## src/rtl/trap_nest_pkg.sv

```systemverilog
package trap_nest_pkg;
  parameter int unsigned PC_W       = 32;
  parameter int unsigned PS_W       = 8;
  parameter int unsigned TT_W       = 9;
  parameter int unsigned DEPTH      = 6;
  parameter int unsigned INSN_BYTES = 4;
  parameter int unsigned SLOT_INSNS = 8;

  localparam int unsigned SLOT_SHIFT = $clog2(INSN_BYTES * SLOT_INSNS);
  localparam int unsigned TBL_W      = TT_W + SLOT_SHIFT;
  localparam int unsigned LVL_W      = $clog2(DEPTH + 1);

  typedef struct packed {
    logic [PC_W-1:0] pc;
    logic [PC_W-1:0] npc;
    logic [PS_W-1:0] ps;
  } trap_ctx_t;
endpackage

```

## src/rtl/trap_vec_gen.sv

```systemverilog
module trap_vec_gen
  import trap_nest_pkg::*;
(
  input  logic            clk_i,
  input  logic            rst_ni,
  input  logic            we_i,
  input  logic [PC_W-1:0] wdata_i,
  input  logic [TT_W-1:0] tt_i,
  output logic [PC_W-1:0] vec_pc_o,
  output logic [PC_W-1:0] vec_npc_o
);
  logic [PC_W-TBL_W-1:0] base_q;

  always_ff @(posedge clk_i or negedge rst_ni) begin
    if (!rst_ni)   base_q <= '0;
    else if (we_i) base_q <= wdata_i[PC_W-1:TBL_W];
  end

  // base is table aligned, so the slot offset is a plain concatenation
  assign vec_pc_o  = {base_q, tt_i, {SLOT_SHIFT{1'b0}}};
  assign vec_npc_o = vec_pc_o + PC_W'(INSN_BYTES);
endmodule

```

## src/rtl/trap_level_ctrl.sv

```systemverilog
module trap_level_ctrl
  import trap_nest_pkg::*;
(
  input  logic             clk_i,
  input  logic             rst_ni,
  input  logic             trap_req_i,
  input  logic             ret_req_i,
  output logic             push_o,
  output logic             pop_o,
  output logic             ovf_o,
  output logic             ill_o,
  output logic [LVL_W-1:0] lvl_o
);
  logic [LVL_W-1:0] lvl_q;
  logic             full, empty;

  assign full  = (lvl_q == LVL_W'(DEPTH));
  assign empty = (lvl_q == '0);

  // a trap request always claims the cycle; a return only runs alone
  assign push_o = trap_req_i && !full;
  assign ovf_o  = trap_req_i && full;
  assign pop_o  = !trap_req_i && ret_req_i && !empty;
  assign ill_o  = !trap_req_i && ret_req_i && empty;

  always_ff @(posedge clk_i or negedge rst_ni) begin
    if (!rst_ni)     lvl_q <= '0;
    else if (push_o) lvl_q <= lvl_q + 1'b1;
    else if (pop_o)  lvl_q <= lvl_q - 1'b1;
  end

  assign lvl_o = lvl_q;
endmodule

```

## src/rtl/trap_ctx_stack.sv

```systemverilog
module trap_ctx_stack
  import trap_nest_pkg::*;
(
  input  logic             clk_i,
  input  logic             rst_ni,
  input  logic             push_i,
  input  logic [LVL_W-1:0] lvl_i,
  input  trap_ctx_t        wr_ctx_i,
  output trap_ctx_t        top_ctx_o
);
  trap_ctx_t ctx_q [DEPTH];

  for (genvar g = 0; g < DEPTH; g++) begin : g_slot
    always_ff @(posedge clk_i or negedge rst_ni) begin
      if (!rst_ni)                                ctx_q[g] <= '0;
      else if (push_i && lvl_i == LVL_W'(g))      ctx_q[g] <= wr_ctx_i;
    end
  end

  always_comb begin
    top_ctx_o = '0;
    for (int i = 0; i < DEPTH; i++)
      if (lvl_i == LVL_W'(i + 1)) top_ctx_o = ctx_q[i];
  end
endmodule

```

## src/rtl/trap_nest_unit.sv

```systemverilog
module trap_nest_unit
  import trap_nest_pkg::*;
(
  input  logic             clk_i,
  input  logic             rst_ni,
  input  logic             base_we_i,
  input  logic [PC_W-1:0]  base_wdata_i,
  input  logic             trap_req_i,
  input  logic [TT_W-1:0]  trap_type_i,
  input  logic             ret_req_i,
  input  logic [PC_W-1:0]  cur_pc_i,
  input  logic [PC_W-1:0]  cur_npc_i,
  input  logic [PS_W-1:0]  cur_pstate_i,
  output logic             trap_taken_o,
  output logic             ret_taken_o,
  output logic [PC_W-1:0]  redirect_pc_o,
  output logic [PC_W-1:0]  redirect_npc_o,
  output logic [PS_W-1:0]  restored_pstate_o,
  output logic [LVL_W-1:0] trap_level_o,
  output logic             overflow_err_o,
  output logic             illegal_ret_err_o
);
  logic             push, pop;
  logic [LVL_W-1:0] lvl;
  logic [PC_W-1:0]  vec_pc, vec_npc;
  trap_ctx_t        wr_ctx, top_ctx;

  trap_level_ctrl i_lvl (
    .clk_i, .rst_ni,
    .trap_req_i, .ret_req_i,
    .push_o(push), .pop_o(pop),
    .ovf_o(overflow_err_o), .ill_o(illegal_ret_err_o),
    .lvl_o(lvl)
  );

  trap_vec_gen i_vec (
    .clk_i, .rst_ni,
    .we_i(base_we_i), .wdata_i(base_wdata_i),
    .tt_i(trap_type_i),
    .vec_pc_o(vec_pc), .vec_npc_o(vec_npc)
  );

  assign wr_ctx = '{pc: cur_pc_i, npc: cur_npc_i, ps: cur_pstate_i};

  trap_ctx_stack i_stk (
    .clk_i, .rst_ni,
    .push_i(push), .lvl_i(lvl),
    .wr_ctx_i(wr_ctx), .top_ctx_o(top_ctx)
  );

  always_comb begin
    redirect_pc_o     = '0;
    redirect_npc_o    = '0;
    restored_pstate_o = '0;
    if (push) begin
      redirect_pc_o  = vec_pc;
      redirect_npc_o = vec_npc;
    end else if (pop) begin
      redirect_pc_o     = top_ctx.pc;
      redirect_npc_o    = top_ctx.npc;
      restored_pstate_o = top_ctx.ps;
    end
  end

  assign trap_taken_o = push;
  assign ret_taken_o  = pop;
  assign trap_level_o = lvl;
endmodule

```

## config.mk

```make
export PLATFORM = sky130hd
export DESIGN_NAME = trap_nest_unit
export DESIGN_NICKNAME = d
export VERILOG_FILES = /design/src/rtl/trap_nest_pkg.sv /design/src/rtl/trap_vec_gen.sv /design/src/rtl/trap_level_ctrl.sv /design/src/rtl/trap_ctx_stack.sv /design/src/rtl/trap_nest_unit.sv
export SDC_FILE = /design/constraint.sdc
export NUM_CORES = 1
export LEC_CHECK = 0
export BUFFER_PORTS_ARGS = -buffer_cell sky130_fd_sc_hd__buf_2
export CORE_MARGIN = 2
export CORE_UTILIZATION = 45
export DETAILED_ROUTE_END_ITERATION = 8
export GPL_ROUTABILITY_DRIVEN = 0
export GPL_TIMING_DRIVEN = 0
export PLACE_DENSITY = 0.65
export SYNTH_ARGS = -nofsm -noshare
export SYNTH_HDL_FRONTEND = slang
export SYNTH_HIERARCHICAL = 1
export SYNTH_SLANG_ARGS = --single-unit
```

## constraint.sdc

```tcl
create_clock -name clk_i -period 2.1 [get_ports clk_i]
set_input_delay 0.21 -clock clk_i [delete_from_list [all_inputs] [get_ports clk_i]]
set_output_delay 0.21 -clock clk_i [all_outputs]
set_load 0.03 [all_outputs]
```

==> impl_summary.md <==
Outcome
The flow ran to the end, but the final reports show violations. The final reports fail on setup timing.

Timing
At the pin with the least slew margin, the transition time is 0.634 ns. The number of failing hold endpoints at the final stage came to 0. Static timing analysis puts the maximum clock frequency at 341 MHz. The worst-case setup margin in the final layout is -0.831 ns.

On the final layout, the worst clock skew is 0.0311 ns. For the finished layout, the period the worst path requires is 2.93 ns. The worst relative slew slack is 57.7%. The final hold slack is 0.0146 ns. Setup repair after global routing could not meet its margin everywhere.

The final number of max-transition violations is 0. Dividing the final minimum period by the clock period gives 140%. The number of setup violations in the final report is 497.

Logic synthesis
In this run the cell area of the synthesized design comes to 0.0227 mm2. The distinct cell type count of the synthesized netlist is 37. Counting flops and latches in the post-synthesis netlist gives 453. Counting flops with a built-in enable in the synthesized netlist gives 0. In the synthesized netlist the async set-or-reset flop fraction comes to 100%. By area the synthesized netlist is led by dfrtp_1 50%, mux2_2 24%, mux4_2 7.1%.

The share of synthesized area occupied by flip-flops and latches is 50.0%. The most common flop cell mapped by yosys is dfrtp_1. The synthesized design spends more area on one cell type than any other, namely dfrtp_1. The synthesis warning total is 6. The synthesized instance count is 1534. A synthesized cell averages 14.8 um2.

The share of the synthesized area in the top cell type is 50.0%.

Route
The met2 routed wirelength is 30.9 mm. The average via count per standard cell is 5.48. The routed metal-1 wirelength is 27.9 mm. The average wire per cell in the routed design is 24.4 um. The uppermost layer routed is met4. The initial detailed-routing violation count is 844. The count of unresolved DRC violations after routing is 0.

The total wirelength of the detailed-routed design is 64.1 mm. The routed length on met3 is 3.30 mm. Once detail routing completed, the nets flagged for antenna violations numbered 0.

The pre-antenna-repair detailed-routing pass consisted of 5 iterations. The final route contains 14.4k vias.

Final layout
The footprint of the multi-input gates is 0.0112 mm2. The repair_antennas step left the layout with diodes totalling 0. The end-of-flow core utilization is 59.9%. The library cell used most frequently in the layout, excluding fill and tap cells, is mux2_2. In the final layout, the share of cells above drive strength 1 is 61.3%.

Relative to the synthesized area, the layout overhead comes to 31.8%. The net count of the finished layout is 2036. The sequential cell area is 0.0113 mm2. The top cell types in the final layout, fill and taps aside, are 465 x mux2_2, 450 x dfrtp_1, 117 x mux2_4. The filler cells instantiated in the layout total 3853. After routing the design area is 0.0299 mm2.

Die
The starting utilization of the core area is 45.4%. The die is 229 um tall. The die covers 0.0522 mm2. The top-level I/O count is 197. The width of the chip is 229 um.

The floorplan has 82 rows. The total area inside the core boundary comes to 0.0500 mm2.

CTS
The H-tree was split into 2 levels. The CTS buffer count is 50. The CTS sink count is 453. Clock-pin slew was measured on the worst setup and hold paths at 0.06 ns. TritonCTS built the clock tree. The maximum number of buffers from clock root to sink is 3.

The clock reaches the later pin of the worst-skew pair after 0.60 ns. The cell chosen for the clock root is clkbuf_16.

Worst setup path
Of all nets on the critical path, the largest fanout is 9. The end of the worst register-to-register path is i_stk/ctx_q[89]$_DFFE_PN0P_. The minimum setup slack among reg-to-reg paths is -0.28 ns. The worst reg-to-reg path cell count is 11. Data arrives at the worst endpoint at 2.72 ns. The worst register-to-register path begins at i_lvl/lvl_o[1]$_DFFE_PN0P_.

The type of the worst setup path is register to output pin. The kind of start point of the critical path is a register. STA puts the critical path data required time at 1.89 ns. The kind of end point of the critical path is an output pin.

Place
The number of buffers inserted by port buffering is 172. Prior to clock tree synthesis, the placed netlist has a worst setup slack of -0.565 ns. The HPWL after detailed placement is 41.3 mm. In this run the cell area measured after placement is 0.0252 mm2.

GRT
The global-route usage over all layers is 24.3%. The first global-routing pass estimated 96.1 mm of wire. Entering global routing, the biggest net connects 121 pins. The initial antenna violation count was 2. The overall overflow remaining after global route is 0. The via count of the first global-routing pass is 15.5k.

Power
The total power consumption of the routed design is 46.3 mW. The maximum VDD drop is 0.000739 V. For this design the static power due to leakage is 13.4 nW. The cell area power density is 1550 mW/mm2.

Worst hold path
The min-delay analysis places its worst path in the category input port to async pin.

Flow run
The tool flagged a number of max-cap violations equal to 0.
-- cell families after synthesis --
kind of cell | count (synthesis) | share of synthesized area (%)
buffers and inverters | 164 | 5.24
AND/OR/NAND/NOR | 174 | 5.01
other | 2 | 0.0331
AO/OA/AOI/OAI | 74 | 2.76
multiplexers | 666 | 36.9
flip-flops | 453 | 50.0
adder cells (fa/ha/maj) | 1 | 0.0882
-- critical path: stages, from the launching register on --
cell	delay, ns
dfrtp_2	0.42
buf_12	0.16
buf_12	0.16
clkbuf_16	0.17
mux2_4	0.29
mux4_2	0.51
a22o_4	0.26
buf_6	0.14
-- through the flow --
step	instances	setup TNS (ns)
after floorplan	1542	-5.66
after global placement	2386	-3821.36
after detailed placement	2390	-118.90
after CTS	2618	-132.08
after global routing	2629	-155.76
final	2629	-121.74
-- worst max-delay path by stage --
stage	startpoint	to	slack, ns	depth (start not counted)
floorplan	i_lvl/lvl_o[1]$_DFFE_PN0P_	redirect_pc_o[25]	-0.09	6
global route	i_lvl/lvl_o[1]$_DFFE_PN0P_	redirect_pc_o[22]	-0.87	7
finish	i_lvl/lvl_o[1]$_DFFE_PN0P_	redirect_npc_o[17]	-0.83	7
CTS	i_lvl/lvl_o[1]$_DFFE_PN0P_	redirect_pc_o[20]	-0.87	7
detailed placement	i_lvl/lvl_o[1]$_DFFE_PN0P_	redirect_pc_o[19]	-0.57	7
global placement	rst_ni	i_lvl/lvl_o[0]$_DFFE_PN0P_	-9.10	1
-- metal layers --
layer / up-vias / global-route usage [%]
met5: - / 0
met4: 0 / 8.25
met3: 96 / 4.24
met2: 338 / 40.5
met1: 7665 / 32.3
li1: 6304 / -
-- report_power, final --
part | leakage, nW | switching [mW] | internal [mW] | total, mW
registers | 5.47 | 2.09 | 13.0 | 15.1
clock network | 0.821 | 3.54 | 5.38 | 8.92
logic | 7.15 | 9.00 | 13.3 | 22.3
total | 13.4 | 14.6 | 31.7 | 46.3
-- state kept, by name, summed over array words and instances (netlist names) --
register	count
i_stk/ctx_q	432
i_lvl/lvl_o	3
i_vec/base_q	18
-- layout make-up --
cell class                      count  share of cell area [%]
Buffer                            163                    5.57
Timing Repair Buffer              323                    10.7
Sequential cell                   453                    37.9
Multi-Input combinational cell    925                    37.5
Inverter                            1                  0.0125
Tap cell                          672                    2.81
Clock buffer                       81                    5.04
Clock inverter                     11                   0.531
-- timing repair --
item | in CTS | in global routing
cloned | 8 | 10
setup buffers | 27 | 4
gates resized for setup | 319 | 89
pin swaps | 9 | 15
setup endpoints to repair | 497 | 505
hold buffers | 101 | 0
endpoints found under the hold margin | 698 | 0
-- cells in the mapped netlist (all sizes together), types with 3 or more instances --
library cell	number
a22o	64
and2	81
and2b	12
buf	145
clkbuf	18
dfrtp	453
mux2	594
mux4	72
nor2b	63
nor3	3
nor4bb	3
o21ai	4
(Power assumes the default switching activity.)
